<file path="src/rtl/txt_video_pkg.sv">
package txt_video_pkg;
  localparam int H_TOTAL_D    = 512;
  localparam int H_SYNC_D     = 38;
  localparam int COLS_D       = 40;
  localparam int ROWS_D       = 25;
  localparam int CELL_W_D     = 8;
  localparam int CELL_H_D     = 8;
  localparam int CODE_W_D     = 8;
  localparam int NTSC_LINES_D = 262;
  localparam int PAL_LINES_D  = 312;
  localparam int V_SYNC_D     = 3;
endpackage

</file>
<file path="src/rtl/vid_timing.sv">
module vid_timing #(
  parameter int H_TOTAL    = 512,
  parameter int H_SYNC     = 38,
  parameter int H_ACT_LEN  = 320,
  parameter int V_ACT_LEN  = 200,
  parameter int NTSC_LINES = 262,
  parameter int PAL_LINES  = 312,
  parameter int V_SYNC     = 3,
  localparam int HW = $clog2(H_TOTAL),
  localparam int VW = $clog2(PAL_LINES),
  localparam int LW = $clog2(V_ACT_LEN)
) (
  input  logic          clk_i,
  input  logic          rst_ni,
  input  logic          pal_mode_i,
  output logic [HW-1:0] h_o,
  output logic          h_vis_o,
  output logic          vis_line_o,
  output logic [LW-1:0] line_idx_o,
  output logic          hsync_no,
  output logic          vsync_no
);
  localparam int H_ACT   = (H_TOTAL - H_ACT_LEN) / 2;
  localparam int V_ST_N  = (NTSC_LINES - V_ACT_LEN) / 2;
  localparam int V_ST_P  = (PAL_LINES - V_ACT_LEN) / 2;

  logic [HW-1:0] h_q;
  logic [VW-1:0] v_q, v_last, v_start, v_rel;

  always_comb begin
    v_last  = pal_mode_i ? VW'(PAL_LINES - 1) : VW'(NTSC_LINES - 1);
    v_start = pal_mode_i ? VW'(V_ST_P) : VW'(V_ST_N);
  end

  always_ff @(posedge clk_i or negedge rst_ni) begin
    if (!rst_ni) begin
      h_q <= '0;
      v_q <= '0;
    end else if (h_q == HW'(H_TOTAL - 1)) begin
      h_q <= '0;
      v_q <= (v_q >= v_last) ? '0 : v_q + 1'b1;  // >= handles a shortened field
    end else begin
      h_q <= h_q + 1'b1;
    end
  end

  assign v_rel      = v_q - v_start;
  assign h_o        = h_q;
  assign h_vis_o    = (h_q >= HW'(H_ACT)) && (h_q < HW'(H_ACT + H_ACT_LEN));
  assign vis_line_o = (v_q >= v_start) && (v_rel < VW'(V_ACT_LEN));
  assign line_idx_o = LW'(v_rel);
  assign hsync_no   = !(h_q < HW'(H_SYNC));
  assign vsync_no   = !(v_q < VW'(V_SYNC));

  assert_v_step_R1: assert property (@(posedge clk_i) disable iff (!rst_ni)
    (h_q != '0) |-> $stable(v_q));
endmodule

</file>
<file path="src/rtl/vid_fetch.sv">
module vid_fetch #(
  parameter int H_TOTAL = 512,
  parameter int COLS    = 40,
  parameter int ROWS    = 25,
  parameter int CELL_W  = 8,
  parameter int CELL_H  = 8,
  parameter int CODE_W  = 8,
  localparam int HW = $clog2(H_TOTAL),
  localparam int LW = $clog2(ROWS * CELL_H),
  localparam int AW = $clog2(COLS * ROWS),
  localparam int CB = $clog2(CELL_W),
  localparam int LB = $clog2(CELL_H)
) (
  input  logic                 clk_i,
  input  logic                 rst_ni,
  input  logic [HW-1:0]        h_i,
  input  logic                 vis_line_i,
  input  logic [LW-1:0]        line_idx_i,
  input  logic [CODE_W-1:0]    ram_data_i,
  output logic [AW-1:0]        ram_addr_o,
  output logic [CODE_W+LB-1:0] rom_addr_o,
  output logic                 load_o
);
  // fetch for a column starts one cell before its first pixel
  localparam int F_START = (H_TOTAL - COLS * CELL_W) / 2 - CELL_W;
  localparam int F_END   = F_START + COLS * CELL_W;

  logic [HW-1:0] rel, col;
  logic [LW-1:0] row;
  logic          in_win;

  assign rel    = h_i - HW'(F_START);
  assign col    = rel >> CB;
  assign row    = line_idx_i >> LB;
  assign in_win = vis_line_i && (h_i >= HW'(F_START)) && (h_i < HW'(F_END));

  assign ram_addr_o = in_win ? AW'(int'(row) * COLS + int'(col)) : '0;
  assign rom_addr_o = {ram_data_i, line_idx_i[LB-1:0]};
  assign load_o     = (rel[CB-1:0] == CB'(CELL_W - 1));

  assert_addr_hold_R6: assert property (@(posedge clk_i) disable iff (!rst_ni)
    (in_win && rel[CB-1:0] != CB'(CELL_W - 1)) |=> $stable(ram_addr_o));
endmodule

</file>
<file path="src/rtl/vid_shifter.sv">
module vid_shifter #(
  parameter int W = 8
) (
  input  logic         clk_i,
  input  logic         rst_ni,
  input  logic         load_i,
  input  logic [W-1:0] data_i,
  input  logic         en_i,
  output logic         pix_o
);
  logic [W-1:0] shift_q;

  always_ff @(posedge clk_i or negedge rst_ni) begin
    if (!rst_ni)     shift_q <= '0;
    else if (load_i) shift_q <= data_i;
    else             shift_q <= {shift_q[W-2:0], 1'b0};
  end

  assign pix_o = shift_q[W-1] & en_i;

  assert_load_R8: assert property (@(posedge clk_i) disable iff (!rst_ni)
    load_i |=> (shift_q == $past(data_i)));
endmodule

</file>
<file path="src/rtl/txt_video_gen.sv">
module txt_video_gen
  import txt_video_pkg::*;
#(
  parameter int H_TOTAL    = H_TOTAL_D,
  parameter int H_SYNC     = H_SYNC_D,
  parameter int COLS       = COLS_D,
  parameter int ROWS       = ROWS_D,
  parameter int CELL_W     = CELL_W_D,
  parameter int CELL_H     = CELL_H_D,
  parameter int CODE_W     = CODE_W_D,
  parameter int NTSC_LINES = NTSC_LINES_D,
  parameter int PAL_LINES  = PAL_LINES_D,
  parameter int V_SYNC     = V_SYNC_D,
  localparam int AW = $clog2(COLS * ROWS),
  localparam int LB = $clog2(CELL_H)
) (
  input  logic                 clk_i,
  input  logic                 rst_ni,
  input  logic                 pal_mode_i,
  output logic [AW-1:0]        ram_addr_o,
  input  logic [CODE_W-1:0]    ram_data_i,
  output logic [CODE_W+LB-1:0] rom_addr_o,
  input  logic [CELL_W-1:0]    rom_data_i,
  output logic                 video_o,
  output logic                 active_o,
  output logic                 hsync_no,
  output logic                 vsync_no,
  output logic                 csync_no
);
  localparam int HW = $clog2(H_TOTAL);
  localparam int LW = $clog2(ROWS * CELL_H);

  logic [HW-1:0] h;
  logic [LW-1:0] line_idx;
  logic          h_vis, vis_line, load;

  vid_timing #(
    .H_TOTAL(H_TOTAL), .H_SYNC(H_SYNC), .H_ACT_LEN(COLS * CELL_W),
    .V_ACT_LEN(ROWS * CELL_H), .NTSC_LINES(NTSC_LINES),
    .PAL_LINES(PAL_LINES), .V_SYNC(V_SYNC)
  ) u_timing (
    .clk_i, .rst_ni, .pal_mode_i,
    .h_o(h), .h_vis_o(h_vis), .vis_line_o(vis_line), .line_idx_o(line_idx),
    .hsync_no, .vsync_no
  );

  vid_fetch #(
    .H_TOTAL(H_TOTAL), .COLS(COLS), .ROWS(ROWS), .CELL_W(CELL_W),
    .CELL_H(CELL_H), .CODE_W(CODE_W)
  ) u_fetch (
    .clk_i, .rst_ni, .h_i(h), .vis_line_i(vis_line), .line_idx_i(line_idx),
    .ram_data_i, .ram_addr_o, .rom_addr_o, .load_o(load)
  );

  vid_shifter #(.W(CELL_W)) u_shift (
    .clk_i, .rst_ni, .load_i(load), .data_i(rom_data_i),
    .en_i(active_o), .pix_o(video_o)
  );

  assign active_o = h_vis & vis_line;
  assign csync_no = hsync_no & vsync_no;

  assert_sync_blank_R4: assert property (@(posedge clk_i) disable iff (!rst_ni)
    (!hsync_no || !vsync_no) |-> !active_o);
endmodule

</file>
<file path="config.mk">
export PLATFORM = sky130hd
export DESIGN_NAME = txt_video_gen
export DESIGN_NICKNAME = d
export VERILOG_FILES = /design/src/rtl/txt_video_pkg.sv /design/src/rtl/vid_timing.sv /design/src/rtl/vid_fetch.sv /design/src/rtl/vid_shifter.sv /design/src/rtl/txt_video_gen.sv
export SDC_FILE = /design/constraint.sdc
export NUM_CORES = 1
export LEC_CHECK = 0
export BUFFER_PORTS_ARGS = -buffer_cell sky130_fd_sc_hd__buf_2
export CAP_MARGIN = 20
export CORE_ASPECT_RATIO = 1.5
export CORE_UTILIZATION = 46
export CTS_BUF_LIST = sky130_fd_sc_hd__clkbuf_4 sky130_fd_sc_hd__clkbuf_8
export DETAILED_ROUTE_END_ITERATION = 8
export HOLD_SLACK_MARGIN = 0.03
export PLACE_DENSITY = 0.76
export SETUP_SLACK_MARGIN = 0.05
export SKIP_LAST_GASP = 1
export SYNTH_ARGS = -nofsm -noshare
export SYNTH_HDL_FRONTEND = slang
export SYNTH_SLANG_ARGS = --single-unit
export TNS_END_PERCENT = 10
</file>
<file path="constraint.sdc">
create_clock -name clk_i -period 4.95 [get_ports clk_i]
set_input_delay 0.2475 -clock clk_i [delete_from_list [all_inputs] [get_ports clk_i]]
set_output_delay 0.2475 -clock clk_i [all_outputs]
set_load 0.005 [all_outputs]
</file>
==> results summary <==
The number of global-route vias before repair is ~1700. The share of total power in sequential cells is between 40% and 50%. The count of H-tree levels built during CTS is 1. For the worst setup path, the data required time is between 4 and 5 ns. Of all nets on the critical path, the largest fanout is 6. For this run, the slowest stage of the critical path takes ~0.44 ns. The proportion of total power due to net switching came out at ~25%.

The die height came out at 87.68 µm. The number of endpoints failing setup at the final stage came out at 0. The netlist area before placement is 2251 µm². In the routed layout, each cell is associated on average with a via count of between 5 and 6.

Yosys printed 0 warnings. STA classifies the critical path startpoint as a flip-flop. The area of the die is roughly 5200 µm². The type of the tightest min-delay check is in -> reg.

In this design, the critical path's most frequently occurring cell is sky130_fd_sc_hd__inv_1. Counting flops with a built-in enable in the synthesized netlist gives 0. The setup path with the least slack is of type reg -> out. Together, buffers and inverters on the worst path number 4. The clock skew after layout is 0.004794 ns. The setup TNS after final layout came out at 0 ns. The leakage power came out at 1.053 nW. The initial antenna violation count was 0. The worst pin sits at a relative slew slack of 35.36%.

For this design the total switching power over the nets is about 0.12 mW. Following the worst setup path forward leads to its endpoint at ram_addr_o[9]. The critical path endpoint category is a primary output. The share of final-layout standard cells stronger than drive strength 1 is between 20% and 30%. The worst-margin pin slew came out at 0.9679 ns. The first global-routing pass estimated roughly 7600 µm of wire.

The floorplan has 30 rows. The total number of vias came out at between 1500 and 2000. The share of synthesized registers carrying an async set or reset is 100.0%. The number of nets in the layout is between 300 and 400. Setup repair after global routing left no endpoint under its margin.

The number of different library cells in the post-synthesis netlist is 48. Sequential cells were found to cover just under 30% of the synthesized design area. The synthesized design contains 26 register bits. Walking the worst path, the cells encountered are inv_1 > ha_1 > inv_1 > fa_1 > a21oi_1 > o21bai_1 > xor2_2 > xor2_1 > ha_1 > inv_1 > fa_1 > or2_1 > a211oi_1 > a2bb2oi_1 > o221ai_1 > a211oi_2 > buf_2.

In this run the remaining antenna-violating nets after routing total 0. From synthesis to final layout, the design area changed by 8.672%. The power share of the clock group is 36.5%. The max-capacitance violation count is 0.

For this run, the detailed router's first-pass iteration total came to 4. The area of the core came out at ~4600 µm². The endpoint identified for the worst register-to-register timing path is u_timing.v_q[7]$_DFFE_PN0P_.

The overall routing resource usage is between 10% and 20%. For this design the ratio of total power to cell area is around 200 nW/µm². The launching instance or port of the critical path is u_timing.v_q[0]$_DFFE_PN0P_.

The critical path's slowest cell is sky130_fd_sc_hd__dfrtp_1. In the synthesized netlist the dominant register cell turns out to be sky130_fd_sc_hd__dfrtp_1. The total wirelength of the detailed-routed design came out at between 4000 and 5000 µm.

The fill cell instance count of the final layout came out at ~440. The flow ran to the end, and the final reports show no timing, DRC or antenna violations. The insertion delay of the later-clocked pin in the worst-skew pair is about 0.27 ns. The number of buffers inserted by port buffering is 28. 45 I/O pins were placed.

The multi-input combinational cell area came out at 1411 µm². The number of hold-slack violations in the final timing report is 0. The final global-route overflow total came out at 0. In the final layout, flip-flops and latches occupy roughly 650 µm².

At the end of routability-driven placement, the weighted congestion stood at between 0.8 and 0.9. The highest clock frequency the design can meet came out at 223.4 MHz. Buffers inserted during clock tree synthesis total 3. The average wire length per cell after detail routing came out at 13.93 µm. The clock root buffer master is sky130_fd_sc_hd__clkbuf_8. The number of antenna diodes in the final layout is 0.

For the worst setup path, the data arrival time is about 4.2 ns. The total design power is 0.4817 mW. The number of DRC violations after detailed-routing iteration 0 came out at 58. Synthesis produced a netlist with a net count of between 200 and 300. The share of the cycle needed by the critical path after routing is between 90 and 100%.

The number of pins with negative max-slew slack in the final report is 0. The share of power burned in combinational logic is a little under a fifth. The cell count along the critical path came out at 17. The worst ir drop on vdd is around 0.17 mV. TritonCTS built the clock tree. Entering global routing, the biggest net connects 27 pins.

In this run the critical register-to-register path is launched from u_timing.h_o[0]$_DFF_PN0_. The final critical path time including I/O delays and setup is ~4.5 ns. The floorplan die width came out at roughly 60 µm. The internal reg-to-reg setup slack came out at between 2 and 2.5 ns. The clock-pin transition on the worst setup and hold timing paths is 0.09 ns.

The worst register-to-register path has a depth of 9. The startpoint of the most critical hold path is rom_data_i[0]. The kind of cell with the highest combined delay on the critical path is compound AO/OA/AOI/OAI gates.

The mean cell area of the mapped netlist came out at 9.225 µm². The largest buffer count on any clock path came out at 2. The CTS sink count is 26.

The internal power is 0.3609 mW. After legalization and detailed placement, the total HPWL measured 3482 µm. The number of cells traversed by the worst hold path came out at 2. The effective utilization at floorplan came out at between 40% and 50%.

The post-synthesis instance total came out at 244. After detailed routing, the number of remaining DRC violations is 0.
## worst min-delay path by stage
stage | to | slack [ns]
after floorplan | u_shift.shift_q[0]$_DFF_PN0_ | -0.05
after global placement | u_timing.h_o[6]$_DFF_PN0_ | 0.28
after detailed placement | u_timing.h_o[6]$_DFF_PN0_ | 0.28
after CTS | u_shift.shift_q[0]$_DFF_PN0_ | 0.18
after global routing | u_shift.shift_q[0]$_DFF_PN0_ | 0.17
final | u_shift.shift_q[0]$_DFF_PN0_ | 0.18
## cells in the mapped netlist, drive strengths merged, types with 2 or more instances
master / count / share of area (%)
ha: 20 / 11
or3: 4 / 1.1
nor3: 3 / 0.67
nand2: 14 / 2.3
a2111oi: 2 / 0.83
nor2: 15 / 2.5
o21ai: 12 / 2.7
a21oi: 14 / 3.4
nor2b: 2 / 0.56
o221ai: 4 / 1.6
xnor2: 7 / 2.7
a21o: 2 / 0.67
o211ai: 6 / 2.0
nand3: 8 / 1.8
dfrtp: 26 / 29
o22ai: 2 / 0.56
and2: 3 / 0.83
mux2: 7 / 3.5
buf: 14 / 4.4
nor4: 8 / 3.9
o21bai: 2 / 0.67
a211oi: 6 / 2.9
inv: 20 / 3.3
and3: 4 / 1.1
nand4: 3 / 0.83
clkbuf: 6 / 1.0
nor4b: 3 / 2.0
fa: 3 / 2.7
xor2: 13 / 5.1
## sequential cells by signal (all words and copies together) (netlist names)
| signal | count |
|---|---|
| u_shift.shift_q | 8 |
| u_timing.h_o | 9 |
| u_timing.v_q | 9 |
## routing by layer
layer	vias up	global-route usage, %	part of all wire, %
li1	892	-	-
met1	845	22.30	42
met2	42	34.50	53
met3	9	1.625	2.3
met4	0	8.009	2.7
met5	-	0	0
## cells by family (layout without fill, tap and decap cells)
kind of cell,count (synthesis),after routing,share of synthesized area [%]
and+or+nand+nor,71,71,18.90
AOI/OAI and AO/OA,57,57,18.40
buffers and inverters,40,54,8.727
DFF,26,26,28.90
adders and majority gates,23,23,13.79
xor gates and xnor gates,20,20,7.782
muxes,7,7,3.502
## repair_timing
item | CTS | global route
gates resized for setup | 0 | 1
endpoints found under the setup margin | 0 | 1
buffers inserted | 0 | 0
hold buffers | 1 | 0
endpoints found under the hold margin | 26 | 0
## worst register-to-register path: stages, from the launching register on
cell                      delay [ns]
sky130_fd_sc_hd__dfrtp_1        0.40
sky130_fd_sc_hd__ha_1           0.20
sky130_fd_sc_hd__and3_1         0.22
sky130_fd_sc_hd__and3_1         0.17
sky130_fd_sc_hd__ha_1           0.68
sky130_fd_sc_hd__nand3_1        0.16
sky130_fd_sc_hd__nor2_1         0.22
sky130_fd_sc_hd__nand4_1        0.17
sky130_fd_sc_hd__xor2_1         0.17
sky130_fd_sc_hd__a21oi_1        0.05
## cell usage in the layout (no fill, tap or decap), drive strengths merged, types with 4 or more instances in the layout
cell | netlist | final
or3 | 4 | 4
ha | 20 | 20
inv | 20 | 20
xnor2 | 7 | 7
xor2 | 13 | 13
nor4 | 8 | 8
o21ai | 12 | 12
a21oi | 14 | 14
and3 | 4 | 4
o221ai | 4 | 4
nor2 | 15 | 15
nand3 | 8 | 8
a211oi | 6 | 6
dfrtp | 26 | 26
o211ai | 6 | 6
nand2 | 14 | 14
buf | 14 | 29
mux2 | 7 | 7
## area by class of cell
class	count	share of cell area (%)
clock buffer	3	1.688
clock inverter	1	1.228
inverter	20	3.069
multi-input combinational	178	57.70
sequential	26	26.60
tap	64	3.274
timing repair buffer	30	6.445
## power groups by stage
stage	Sequential [mW]	Clock, mW	Combinational (mW)
after global routing	0.216	0.191	0.103
after global placement	0.220	0	0.0881
final	0.216	0.176	0.0901
after CTS	0.216	0.179	0.0911
after floorplan	0.220	0	0.0733
after detailed placement	0.220	0	0.0898
## metrics by stage
| stage | setup WS [ns] | cells | hold WS, ns | area, µm² | util (%) |
|---|---|---|---|---|---|
| 2_1_floorplan | 1.142 | 244 | -0.04809 | 2251 | - |
| 3_5_place_dp | 0.6972 | 316 | 0.2751 | 2350 | 50.89 |
| 3_3_place_gp | 0.8062 | 316 | 0.2778 | 2350 | 50.89 |
| 6_report | 0.4732 | 322 | 0.1834 | 2446 | 52.98 |
| 4_1_cts | 0.3768 | 321 | 0.1822 | 2431 | 52.66 |
| 5_1_grt | 0.1351 | 322 | 0.1743 | 2446 | 52.98 |
(Power assumes the default switching activity.)
